**src/rtl/rx_ep_pkg.sv**
```systemverilog
package rx_ep_pkg;

  // Two packets fit only when enabled and twice the max size fits the store.
  function automatic bit dual_ok(input int unsigned maxp, input int unsigned depth,
                                 input bit dis);
    return !dis && (maxp != 0) && (2 * maxp <= depth);
  endfunction

  // Bytes one slot may hold in the current mode.
  function automatic int unsigned slot_room(input bit dual, input int unsigned depth);
    return dual ? depth / 2 : depth;
  endfunction

  // First store address of a slot.
  function automatic int unsigned slot_base(input bit dual, input bit slot,
                                            input int unsigned depth);
    return (dual && slot) ? depth / 2 : 0;
  endfunction

endpackage

```
**src/rtl/rx_ep_store.sv**
```systemverilog
module rx_ep_store #(
  parameter int DEPTH = 64,
  parameter int DW    = 8,
  parameter int AW    = 6,
  parameter int CW    = 7
) (
  input  logic          clk,
  input  logic          rst_n,
  input  logic          we,
  input  logic [AW-1:0] waddr,
  input  logic [DW-1:0] wdata,
  input  logic [AW-1:0] raddr,
  output logic [DW-1:0] rdata,
  input  logic          cnt_we,
  input  logic          cnt_slot,
  input  logic [CW-1:0] cnt_val,
  input  logic          head_slot,
  output logic [CW-1:0] head_cnt
);

  logic [DW-1:0] mem [DEPTH];

  always_ff @(posedge clk) begin
    if (we) mem[waddr] <= wdata;
  end

  assign rdata = mem[raddr];

  // One length register per slot.
  for (genvar s = 0; s < 2; s++) begin : g_slot
    logic [CW-1:0] len_q;
    always_ff @(posedge clk or negedge rst_n) begin
      if (!rst_n)                           len_q <= '0;
      else if (cnt_we && cnt_slot == 1'(s)) len_q <= cnt_val;
    end
  end

  assign head_cnt = head_slot ? g_slot[1].len_q : g_slot[0].len_q;

endmodule

```
**src/rtl/rx_ep_ingest.sv**
```systemverilog
module rx_ep_ingest
  import rx_ep_pkg::*;
#(
  parameter int DEPTH = 64,
  parameter int DW    = 8,
  parameter int AW    = 6,
  parameter int CW    = 7
) (
  input  logic          clk,
  input  logic          rst_n,
  input  logic          wr_valid,
  input  logic          wr_eop,
  input  logic [DW-1:0] wr_data,
  input  logic          room_ok,
  input  logic          dual,
  input  logic          tail,
  input  logic [CW-1:0] max_len,
  output logic          busy,
  output logic          mem_we,
  output logic [AW-1:0] mem_addr,
  output logic [DW-1:0] mem_data,
  output logic          acc_evt,
  output logic          ref_evt,
  output logic          ovr_evt,
  output logic [CW-1:0] pkt_len
);

  localparam logic [CW-1:0] LEN_SAT = CW'(DEPTH + 1);

  logic          busy_q, take_q;
  logic [CW-1:0] len_q, len_now, room;
  logic          take_now, fits, too_long, eop;

  always_comb begin
    room = CW'(slot_room(dual, DEPTH));
    if (!busy_q)              len_now = CW'(1);
    else if (len_q == LEN_SAT) len_now = LEN_SAT;
    else                      len_now = len_q + 1'b1;
    // Admission is decided once, at the first byte of a packet.
    take_now = busy_q ? take_q : room_ok;
    fits     = (len_now <= room);
    too_long = (len_now > max_len) || !fits;
    eop      = wr_valid && wr_eop;
  end

  assign mem_we   = wr_valid && take_now && fits;
  assign mem_addr = AW'(slot_base(dual, tail, DEPTH)) + AW'(len_now - 1'b1);
  assign mem_data = wr_data;
  assign ovr_evt  = eop && too_long;
  assign ref_evt  = eop && !too_long && !take_now;
  assign acc_evt  = eop && !too_long && take_now;
  assign pkt_len  = len_now;
  assign busy     = busy_q;

  always_ff @(posedge clk or negedge rst_n) begin
    if (!rst_n) begin
      busy_q <= 1'b0;
      take_q <= 1'b0;
      len_q  <= '0;
    end else if (wr_valid) begin
      busy_q <= !wr_eop;
      take_q <= take_now;
      len_q  <= wr_eop ? '0 : len_now;
    end
  end

endmodule

```
**src/rtl/rx_ep_slots.sv**
```systemverilog
module rx_ep_slots (
  input  logic       clk,
  input  logic       rst_n,
  input  logic       acc_evt,
  input  logic       clr_evt,
  input  logic       wr_active,
  input  logic       mode_req,
  output logic       ready,
  output logic       full,
  output logic       irq,
  output logic [1:0] npk,
  output logic       dual,
  output logic       head,
  output logic       tail
);

  logic [1:0] npk_q, npk_n, cap;
  logic       ready_q, ready_n, rearm_q, rearm_n, full_q, irq_q;
  logic       dual_q, head_q, tail_q, mode_idle;

  always_comb begin
    cap   = dual_q ? 2'd2 : 2'd1;
    npk_n = npk_q - {1'b0, clr_evt} + {1'b0, acc_evt};
    rearm_n = 1'b0;
    if (clr_evt) begin
      ready_n = 1'b0;
      rearm_n = (npk_n != 2'd0);
    end else if (rearm_q || (acc_evt && npk_q == 2'd0)) begin
      ready_n = 1'b1;
    end else begin
      ready_n = ready_q;
    end
    mode_idle = (npk_q == 2'd0) && !wr_active && !rearm_q;
  end

  always_ff @(posedge clk or negedge rst_n) begin
    if (!rst_n) begin
      npk_q   <= 2'd0;
      ready_q <= 1'b0;
      rearm_q <= 1'b0;
      full_q  <= 1'b0;
      irq_q   <= 1'b0;
      dual_q  <= 1'b0;
      head_q  <= 1'b0;
      tail_q  <= 1'b0;
    end else begin
      npk_q   <= npk_n;
      ready_q <= ready_n;
      rearm_q <= rearm_n;
      full_q  <= (npk_n == cap);
      irq_q   <= ready_n && !ready_q;
      if (mode_idle)          dual_q <= mode_req;
      if (clr_evt && dual_q)  head_q <= !head_q;
      if (acc_evt && dual_q)  tail_q <= !tail_q;
    end
  end

  assign ready = ready_q;
  assign full  = full_q;
  assign irq   = irq_q;
  assign npk   = npk_q;
  assign dual  = dual_q;
  assign head  = head_q;
  assign tail  = tail_q;

endmodule

```
**src/rtl/rx_ep_buf.sv**
```systemverilog
module rx_ep_buf
  import rx_ep_pkg::*;
#(
  parameter  int DEPTH = 64,
  parameter  int DW    = 8,
  localparam int CW    = $clog2(DEPTH + 2)
) (
  input  logic          clk,
  input  logic          rst_n,
  input  logic          cfg_we,
  input  logic [CW-1:0] cfg_max,
  input  logic          cfg_auto,
  input  logic          cfg_dbl_off,
  input  logic          wr_valid,
  input  logic [DW-1:0] wr_data,
  input  logic          wr_eop,
  input  logic          rd_en,
  input  logic          clr_ready,
  input  logic          ovr_clr,
  output logic [DW-1:0] rd_data,
  output logic [CW-1:0] rd_cnt,
  output logic          ready,
  output logic          full,
  output logic          irq,
  output logic          overrun,
  output logic          accept,
  output logic          refuse,
  output logic          cfg_err
);

  localparam int AW = $clog2(DEPTH);

  // Settings
  logic [CW-1:0] max_q;
  logic          auto_q, dis_q;

  always_ff @(posedge clk or negedge rst_n) begin
    if (!rst_n) begin
      max_q  <= CW'(DEPTH);
      auto_q <= 1'b0;
      dis_q  <= 1'b1;
    end else if (cfg_we) begin
      max_q  <= cfg_max;
      auto_q <= cfg_auto;
      dis_q  <= cfg_dbl_off;
    end
  end

  // Named internal events
  logic          acc_evt, ref_evt, ovr_evt, clr_evt, rd_fire, auto_hit;
  logic          ing_busy, mem_we, dual, head, tail, mode_req, room_ok;
  logic [1:0]    npk;
  logic [AW-1:0] mem_addr, raddr;
  logic [DW-1:0] mem_data;
  logic [CW-1:0] pkt_len, head_cnt, rd_ptr;

  assign mode_req = dual_ok(32'(max_q), DEPTH, dis_q);
  assign room_ok  = (npk < (dual ? 2'd2 : 2'd1));
  assign cfg_err  = (max_q == '0) || (max_q > CW'(DEPTH));

  rx_ep_ingest #(.DEPTH(DEPTH), .DW(DW), .AW(AW), .CW(CW)) ingest_i (
    .clk(clk), .rst_n(rst_n), .wr_valid(wr_valid), .wr_eop(wr_eop), .wr_data(wr_data),
    .room_ok(room_ok), .dual(dual), .tail(tail), .max_len(max_q), .busy(ing_busy),
    .mem_we(mem_we), .mem_addr(mem_addr), .mem_data(mem_data), .acc_evt(acc_evt),
    .ref_evt(ref_evt), .ovr_evt(ovr_evt), .pkt_len(pkt_len)
  );

  rx_ep_slots slots_i (
    .clk(clk), .rst_n(rst_n), .acc_evt(acc_evt), .clr_evt(clr_evt),
    .wr_active(ing_busy || wr_valid), .mode_req(mode_req), .ready(ready), .full(full),
    .irq(irq), .npk(npk), .dual(dual), .head(head), .tail(tail)
  );

  rx_ep_store #(.DEPTH(DEPTH), .DW(DW), .AW(AW), .CW(CW)) store_i (
    .clk(clk), .rst_n(rst_n), .we(mem_we), .waddr(mem_addr), .wdata(mem_data),
    .raddr(raddr), .rdata(rd_data), .cnt_we(acc_evt), .cnt_slot(tail),
    .cnt_val(pkt_len), .head_slot(head), .head_cnt(head_cnt)
  );

  // Read side
  assign rd_fire  = rd_en && ready && (rd_ptr < head_cnt);
  assign auto_hit = rd_fire && auto_q && (head_cnt == max_q) && (rd_ptr + 1'b1 == head_cnt);
  assign clr_evt  = ready && (clr_ready || auto_hit);
  assign raddr    = AW'(slot_base(dual, head, DEPTH)) + AW'(rd_ptr);
  assign rd_cnt   = ready ? head_cnt : '0;

  always_ff @(posedge clk or negedge rst_n) begin
    if (!rst_n)       rd_ptr <= '0;
    else if (clr_evt) rd_ptr <= '0;
    else if (rd_fire) rd_ptr <= rd_ptr + 1'b1;
  end

  // Status pulses and sticky overrun
  always_ff @(posedge clk or negedge rst_n) begin
    if (!rst_n) begin
      overrun <= 1'b0;
      accept  <= 1'b0;
      refuse  <= 1'b0;
    end else begin
      accept <= acc_evt;
      refuse <= ref_evt;
      if (ovr_evt)      overrun <= 1'b1;
      else if (ovr_clr) overrun <= 1'b0;
    end
  end

endmodule

```
**config.mk**
```make
export PLATFORM = sky130hd
export DESIGN_NAME = rx_ep_buf
export DESIGN_NICKNAME = d
export VERILOG_FILES = /design/src/rtl/rx_ep_pkg.sv /design/src/rtl/rx_ep_store.sv /design/src/rtl/rx_ep_ingest.sv /design/src/rtl/rx_ep_slots.sv /design/src/rtl/rx_ep_buf.sv
export SDC_FILE = /design/constraint.sdc
export NUM_CORES = 1
export LEC_CHECK = 0
export BUFFER_PORTS_ARGS = -buffer_cell sky130_fd_sc_hd__buf_2
export CAP_MARGIN = 20
export CELL_PAD_IN_SITES_DETAIL_PLACEMENT = 1
export CELL_PAD_IN_SITES_GLOBAL_PLACEMENT = 1
export CORE_AREA = 2 2 205 207
export CTS_BUF_LIST = sky130_fd_sc_hd__clkbuf_16
export DETAILED_ROUTE_END_ITERATION = 7
export DIE_AREA = 0 0 207 209
export GPL_TIMING_DRIVEN = 0
export PLACE_DENSITY_LB_ADDON = 0.1
export SYNTH_ARGS = -nofsm -noshare
export SYNTH_HDL_FRONTEND = slang
export SYNTH_SLANG_ARGS = --single-unit
```
**constraint.sdc**
```tcl
create_clock -name clk -period 5.93 [get_ports clk]
set_input_delay 0.8895 -clock clk [delete_from_list [all_inputs] [get_ports clk]]
set_output_delay 0.8895 -clock clk [all_outputs]
set_load 0.01 [all_outputs]
```
Yosys cells after proc, flatten, opt, wreduce, memory -nomap -nowiden

Memory sizes are Yosys's and may differ from the RTL's.
Cells that the tools add are included.

Input port bits: 25
Flip-flop bits (word level): 51
Logic and storage cells: 104
RAM bits: 512
Memories: 1
Output and inout port bits: 22

Memories:

| name        | words | bits a word | read ports | clocked after memory_dff | write ports | line              | RTL |
|---|---|---|---|---|---|---|---|
| store_i.mem | 64    | 8           | 1          | 0                        | 1           | rx_ep_store.sv:21 | `logic [DW-1:0] mem [DEPTH];` |

Reduce and logical (&&, ||, !) cells: 46
Equality and inequality tests: 4
Multiplexer cells: 19
$add $sub $neg: 7
$lt $le $gt $ge: 6
Bitwise logic cells: 1

Operators with widths:

| operator                                                       | number |
|---|---|
| two-way mux 7 bit                                              | 8 |
| logical AND 1 bit                                              | 25 |
| adder 7 x 1 -> 7 bit, second input constant                    | 2 |
| == test 7 bit                                                  | 2 |
| adder 6 bit                                                    | 2 |
| two-way mux 6 bit                                              | 2 |
| logical NOT 1 bit                                              | 10 |
| less-or-equal comparator 8 x 7 -> 1 bit, second input constant | 1 |
| two-way mux 1 bit                                              | 8 |
| == test 7 bit, second input constant                           | 1 |
| > comparator 7 bit                                             | 1 |
| > comparator 7 bit, second input constant                      | 1 |
| less-or-equal comparator 7 bit                                 | 1 |
| logical NOT 7 bit                                              | 1 |
| less-than comparator 7 bit                                     | 1 |
| nonzero test 7 bit                                             | 1 |
| nonzero test 2 bit                                             | 3 |
| subtractor 6 x 1 -> 6 bit, second input constant               | 1 |
| logical OR 1 bit                                               | 5 |
| adder 2 x 1 -> 2 bit                                           | 1 |
| == test 2 bit                                                  | 1 |
| logical NOT 2 bit                                              | 1 |
| less-than comparator 2 bit                                     | 1 |
| two-way mux 2 bit                                              | 1 |
| other kinds (2)                                                | 2 |

Longest topological paths before layout

Gate-level depths: netlist of run 1.

Word-level depth: 14
Depth in mapped cells: 18
Gate-level depth less buffers: 15

Modules after synthesis

From an unflattened synthesis of run 1, not the netlist that was laid out.

Cells, all modules: 1269
Area, all modules: 23441.2 um^2

By module, submodules not included:

| module       | instances | area each (um^2) | cells each | sequential area each (um^2) |
|---|---|---|---|---|
| rx_ep_store  | 1         | 20606.0          | 978        | 15725.1 |
| rx_ep_buf    | 1         | 1380.1           | 138        | 478.0 |
| rx_ep_ingest | 1         | 1066.0           | 124        | 225.2 |
| rx_ep_slots  | 1         | 389.1            | 29         | 225.2 |

Least setup slack after synthesis of run 1

Ideal clock, no wire load.

Path type: register to register
Start point: register ingest_i.len_q[1]
End point: memory store_i.mem[26][0], enable pin
Required time: 5547 ps
Library setup time: 383 ps
Stages on the path, launching flop included: 14
Path buffers: 1
Period minus slack after synthesis: 3742 ps
Data arrival time: 3358 ps
Path slack: 2188 ps
Cells stage by stage: dfrtp_1 > inv_1 > ha_1 > nand4bb_4 > o31ai_4 > or2_2 > inv_1 > fa_1 > a21o_1 > a21oi_1 > xnor2_1 > xnor2_1 > clkbuf_1 > nor3_1

Longest elaborated chain between the ends: 7
Elaborated cells on any way between the ends: 10
Classes of those cells: add/sub (3); order compare (1); eq/ne (1); mux (4); reduce/logical (1)

RTL lines:

| element                                                                           | line                                   | RTL |
|---|---|---|
| from (decl)                                                                       | rx_ep_ingest.sv:31                     | `logic [CW-1:0] len_q, len_now, room;` |
| from (signal assigned)                                                            | rx_ep_ingest.sv:63                     | `len_q <= wr_eop ? '0 : len_now;` |
| adder 7 x 1 -> 7 bit / == test 7 bit (equally long branches)                      | rx_ep_ingest.sv:38, rx_ep_ingest.sv:37 |  |
| two-way mux 7 bit (*)                                                             | rx_ep_ingest.sv:37                     | `else if (len_q == LEN_SAT) len_now = LEN_SAT;` |
| two-way mux 7 bit (*)                                                             | rx_ep_ingest.sv:36                     | `if (!busy_q) len_now = CW'(1);` |
| via ingest_i.pkt_len[1]                                                           | rx_ep_ingest.sv:25                     | `output logic [CW-1:0] pkt_len` |
| parallel branches: the longest is 4 deep, another holds subtractor 6 x 1 -> 6 bit | n/a                                    |  |
| to (decl)                                                                         | rx_ep_store.sv:21                      |  |

Mark *: on every way through the listed nets, which the timed path passes.

Final worst setup path of run 1

Start point: register rd_ptr[1]
End point: output port rd_data[4]

Longest elaborated chain between the ends: 2

RTL lines:

| element                | line            | RTL |
|---|---|---|
| from (decl)            | rx_ep_buf.sv:55 | `logic [CW-1:0] pkt_len, head_cnt, rd_ptr;` |
| from (signal assigned) | rx_ep_buf.sv:90 | `else if (rd_fire) rd_ptr <= rd_ptr + 1'b1;` |
| adder 6 bit            | rx_ep_buf.sv:84 | `assign raddr = AW'(slot_base(dual, head, DEPTH)) + AW'(rd_ptr);` |
| memory (64 x 8 bit)    | n/a             |  |
| to (decl)              | rx_ep_buf.sv:20 | `output logic [DW-1:0] rd_data,` |

Every way passes these cells.

==> results.cfg, run 1 <==
[synth]
synth_warnings = 0
synthCells = 1215
avgSynthCellArea_sq_um = 19.1
synth_edf_count = 512
synthArstFlopShare_pct = 9.06
ys_ff_latch = 563
synthesis.nets = 1268
synth_cell_types = 55
syn_area_sq_um = 23200
yosysSeqAreaShare_pct = 71.8
synthFlopType = edfxtp_1

[timing]
period_needed_ps = 5220
worst_slack_ps = 709
drv_slew = 0
setup_violations = 0
worst_hold_slack_ps = 298
slew_headroom_pct = 25.7
max_clock_freq_mhz = 192
grt_setup_unrepaired = no
min_period_over_period_pct = 88.0
worstMarginPinSlew_ps = 1110
hold_viol_final = 0
finalSetupTns_ps = 0
finClkSkew_ps = 27.9

[critical_path]
r2r_cells = 14
path_class = reg -> out
path_max_fanout = 10
rrSetupSlack_ps = 1140
endpoint_kind = primary output
cp.arrival_ps = 4330
crit_path_start_kind = flop
cp.required_ps = 5040

[place]
post-place-ws_ps = 1160
hpwl_um = 39500
io_buffers = 46
gp_congestion = 0.872
placedCellCount = 1864

[run]
drv_cap = 0

[global_routing]
grt_max_degree = 65
grt.total_usage_pct = 28.0
antenna_found_initial = 1
gr-total-overflow = 0
grt_pass1_wl_um = 88700
grt_pass1_vias = 13500

[die]
die_h_um = 209
die_area_sq_um = 43300
core_region_area_sq_um = 41300
die_x_um = 207
rows = 75
initial_utilization_pct = 56.2
io_pins = 47

[routing]
routed_wl_um = 59100
vias_per_cell = 6.30
antenna_left = 0
drc = 0
drt_first_iter_violations = 1285
firstDrtPassIters = 5
detail_route.wl_per_cell_um = 30.0
vias = 12400

[clock_tree]
clockBufferDepth = 3
cts_num_sinks = 563
cts_resized = 0
post-cts-setup-buffer-count = 0
clk_latency_ps = 620
cts_hold_buf = 0
cts_tree = built
cts_made_buffers = 56
ctsRootBufferMaster = clkbuf_16
clk_pin_slew_ps = 60
htree_levels = 2

[layout]
layout-drive-gt1-share_pct = 28.0
antenna_cells = 0
layout.cells.non_filler = 1974
regArea_sq_um = 16700
final_common_cell = edfxtp_1
syn_to_final_growth_pct = 13.9
final_cell_mix = edfxtp_1, mux4_2, buf_2, nor3_1, clkbuf_16
n_fill_cell = 3527
multiInputGateArea_sq_um = 6140
num-nets-final = 1445

[pwr]
leakage_nw = 8.80
power.density_nw_per_um2 = 395
ir_drop_v = 0.000267

[worst_hold_path]
min-delay-path-class = in -> async

[run_status]
status = finished clean
==> sequential cells by signal (all words and copies together) (netlist names), 2 cells and up <==
signal,cells
max_q,7
store_i.g_slot.len_q,14
store_i.mem,512
slots_i.npk,2
rd_ptr,7
ingest_i.len_q,7
==> power breakdown <==
group / switching, mW / internal, mW
combinational: 1.49 / 1.02
sequential: 0.0579 / 4.43
clock: 1.49 / 1.95
==> stage by stage <==
step / area, sq um / utilization, % / power [mW]
2_1_floorplan: 23200 / - / 6.15
3_3_place_gp: 24100 / 58.4 / 6.99
3_5_place_dp: 24500 / 59.3 / 7.05
4_1_cts: 26300 / 63.6 / 10.5
5_1_grt: 26400 / 64.0 / 10.8
6_report: 26400 / 64.0 / 10.4
==> cell families (layout without fill, tap and decap cells) <==
family	after synthesis	after routing	share of synthesized area [%]
muxes	204	204	16.7
DFF	563	563	71.8
buffers and inverters	93	313	1.72
xor gates and xnor gates	36	36	1.36
adders and majority gates	28	28	1.54
AOI/OAI and AO/OA	73	73	2.09
and+or+nand+nor	218	218	4.75
==> worst paths after layout <==
kind	end	startpoint
setup / recovery	rd_data[4]	rd_ptr[1]
hold / removal	ingest_i.len_q[0]	rst_n
setup reg to reg	store_i.mem[41][4]	ingest_i.len_q[1]
hold reg to reg	store_i.g_slot[0].len_q[3]	store_i.g_slot[0].len_q[3]
max in group asynchronous	max_q[6]	rst_n
min in group clk	store_i.g_slot[0].len_q[3]	store_i.g_slot[0].len_q[3]
==> cell type report <==
class | count | share of cell area [%]
Clock buffer | 57 | 5.40
Timing Repair Buffer | 119 | 3.02
Tap cell | 539 | 2.55
Clock inverter | 44 | 1.26
Sequential cell | 563 | 63.0
Multi-Input combinational cell | 559 | 23.2
Buffer | 63 | 1.08
Inverter | 30 | 0.426
==> Yosys cell counts, types with 3 or more instances <==
master    instances  share of area [%]
o211ai_1          5               0.16
and2_1            5               0.13
dfrtp_1          49                5.3
a31oi_1           5               0.13
nand2_1          54               0.87
and4_1            3               0.11
nor3b_1           4               0.13
inv_1            30               0.49
mux2i_1          33                1.4
edfxtp_1        512                 66
xor2_1           11               0.42
nor2_1           27               0.44
clkbuf_1         38               0.62
ha_1             27                1.5
a21oi_1          20               0.43
buf_4             3              0.097
mux4_2          144                 14
nand4_1          13               0.35
o21ai_0          13               0.28
nand3_1          17               0.37
xnor2_1          25               0.94
nor2b_1          11               0.30
nor3_1           65                1.4
o22ai_1          11               0.30
a21boi_0          5               0.16
nand2b_1          5               0.13
buf_2            19               0.41
mux2_2           27                1.3
==> metal layers <==
metal / up-vias / GRT usage [%] / part of all wire [%] / routed length [um]
li1: 5264 / - / - / -
met1: 6580 / 37.7 / 40 / 23500
met2: 480 / 46.8 / 51 / 29900
met3: 106 / 4.94 / 6.6 / 3880
met4: 2 / 10.0 / 3.1 / 1830
met5: - / 0 / 0.012 / 7
==> critical path: stages, from the launching register on <==
cell and delay (ps):
dfrtp_1 410, clkbuf_1 280, clkbuf_1 750, clkbuf_1 660, mux4_2 430, mux2i_1 350
nand2_1 140, a31oi_1 200, o211ai_1 240, buf_2 240
Note: power is estimated with default switching activity, not from simulation.
==> run 2: changes to the inputs <==
--- a/config.mk
+++ b/config.mk
@@ -7,5 +7,4 @@
 export LEC_CHECK = 0
 export BUFFER_PORTS_ARGS = -buffer_cell sky130_fd_sc_hd__buf_2
-export CAP_MARGIN = 20
 export CELL_PAD_IN_SITES_DETAIL_PLACEMENT = 1
 export CELL_PAD_IN_SITES_GLOBAL_PLACEMENT = 1
==> constraint.sdc (replaced) <==
create_clock -name clk -period 5.93 [get_ports clk]
set_input_delay 1.779 -clock clk [delete_from_list [all_inputs] [get_ports clk]]
set_output_delay 1.779 -clock clk [all_outputs]
set_load 0.01 [all_outputs]
==> run 2 against run 1 <==
Against the previous run:
- via count is 2.5% lower
- sequential power hardly changed
- combinational power hardly changed
- worst setup slack worse by 560 ps
- power hardly changed
- critical path depth stayed put
- count of clock-buffer cells in the layout is 1 higher
- clock power hardly changed
- highest routed layer is now met4
==> results.cfg, run 2 (synthesized netlist as in run 1, its figures left out) <==
[critical_path]
crit_path_start_kind = flop
crit_top_cell = clkbuf_1
crit_chain = clkbuf_1 -> clkbuf_1 -> mux4_2 -> mux2i_1 -> a21oi_1 -> a21boi_0 -> a31oi_1 -> o211ai_1 -> buf_2
r2r-start = ingest_i.len_q[1]
rrSetupSlack_ps = 880
critPathTopFamily = buffers and inverters
cp.arrival_ps = 4000
worst-path-buf-inv = 3
cp.required_ps = 4150
critPathSlowestCell = clkbuf_1
path_max_fanout = 10
slowest_delay_ps = 710
endpoint_kind = primary output
startpoint = rd_ptr[1]
path_class = reg -> out

[layout]
final_cell_mix = edfxtp_1, mux4_2, buf_2, clkbuf_16, nand2_1
fin_area_sq_um = 26000
reg_top3 = store_i.mem (512), store_i.g_slot.len_q (14)
num-nets-final = 1380
antenna_cells = 0
final_common_cell = edfxtp_1
layout-drive-gt1-share_pct = 26.3
regMostFlops = store_i.mem
largest_reg_flops = 512
utilization_pct = 63.0
n_fill_cell = 3508
syn_to_final_growth_pct = 12.3

[routing]
drc = 0
detail_route.wl_per_cell_um = 30.3
vias_per_cell = 6.34
antenna_left = 0
routed_wl_um = 58000
drt_first_iter_violations = 1262
firstDrtPassIters = 5
vias = 12100

[pwr]
power.density_nw_per_um2 = 401
pwr-share-seq_pct = 43.0
ir_drop_v = 0.000388
power_mw = 10.4
swShare_pct = 29.4
pwr-share-clk_pct = 33.0
combPwrFrac_pct = 24.0
p_sw_mw = 3.07
leakage_nw = 8.42
p_int_mw = 7.37

[worst_hold_path]
worstHoldStart = store_i.g_slot[0].len_q[6]
min-delay-path-class = reg -> reg

[global_routing]
grt_pass1_vias = 13000
gr-total-overflow = 0
grt_max_degree = 65
grt_pass1_wl_um = 86700
antenna_found_initial = 0
grt.total_usage_pct = 27.6

[timing]
worst_hold_slack_ps = 502
period_needed_ps = 5780
grt_setup_unrepaired = yes
setup_violations = 0
min_period_over_period_pct = 97.4
worstMarginPinSlew_ps = 1370
finalSetupTns_ps = 0
finClkSkew_ps = 14.5
drv_slew = 0
max_clock_freq_mhz = 173
slew_headroom_pct = 7.82
hold_viol_final = 0

[place]
gp_congestion = 0.872
place_area_sq_um = 24100
hpwl_um = 37800
io_buffers = 46

[die]
die_area_sq_um = 43300
die_x_um = 207
io_pins = 47
core_region_area_sq_um = 41300
rows = 75
die_h_um = 209
initial_utilization_pct = 56.2

[clock_tree]
cts_made_buffers = 57
clockBufferDepth = 3
htree_levels = 2
cts_tree = built
clk_pin_slew_ps = 60
post-cts-setup-buffer-count = 0
cts_num_sinks = 563
cts_hold_buf = 0
ctsRootBufferMaster = clkbuf_16
clk_latency_ps = 630

[run]
drv_cap = 0

[run_status]
status = finished clean
[run 2: cell count changes in the layout (fill, tap and decap cells not counted), sizes merged]
cell / change
bufinv: -1
clkinv: +8
inv: -5
buf: -69
clkbuf: +4
[run 2: final timing paths]
path	to	cells past startpoint
min in group asynchronous	max_q[0]	1
max in group asynchronous	rd_ptr[6]	1
setup reg to reg	store_i.mem[43][4]	11
hold reg to reg	store_i.g_slot[0].len_q[6]	1
setup / recovery	rd_data[5]	9
hold / removal	store_i.g_slot[0].len_q[6]	1
[run 2: timing repair]
| item | 4_1_cts | 5_1_grt |
|---|---|---|
| resized for setup | 3 | 3 |
| endpoints found under the setup margin | 5 | 4 |
| gates cloned | 0 | 0 |
[run 2: metal layers]
| layer | up-vias | track usage [%] | share of wire, % |
|---|---|---|---|
| met5 | - | 0 | 0 |
| met3 | 105 | 4.49 | 6.1 |
| met2 | 409 | 44.9 | 50 |
| met1 | 6474 | 38.1 | 41 |
| li1 | 5134 | - | - |
| met4 | 0 | 10.7 | 3.3 |
[run 2: power groups by stage]
stage               Clock, mW  Combinational [mW]  Sequential [mW]
global placement            0                2.42             4.57
CTS                      3.49                2.50             4.49
finish                   3.44                2.51             4.49
detailed placement          0                2.48             4.58
floorplan                   0                1.59             4.56
global route             3.62                2.66             4.50
[run 2: through the flow]
| stage | std cells | setup WS [ps] |
|---|---|---|
| final | 1911 | 151 |
| after detailed placement | 1802 | 416 |
| after global placement | 1800 | 531 |
| after floorplan | 1215 | 1920 |
| after CTS | 1905 | 51.0 |
| after global routing | 1911 | -11.8 |
[run 2: cell type report]
type,count,area [sq um],area share (%)
sequential,563,16700,64.0
multi-input combinational,559,6250,24.0
clock buffer,58,1450,5.58
tap,539,674,2.59
clock inverter,46,314,1.21
timing repair buffer,55,295,1.13
buffer,61,284,1.09
inverter,30,113,0.433
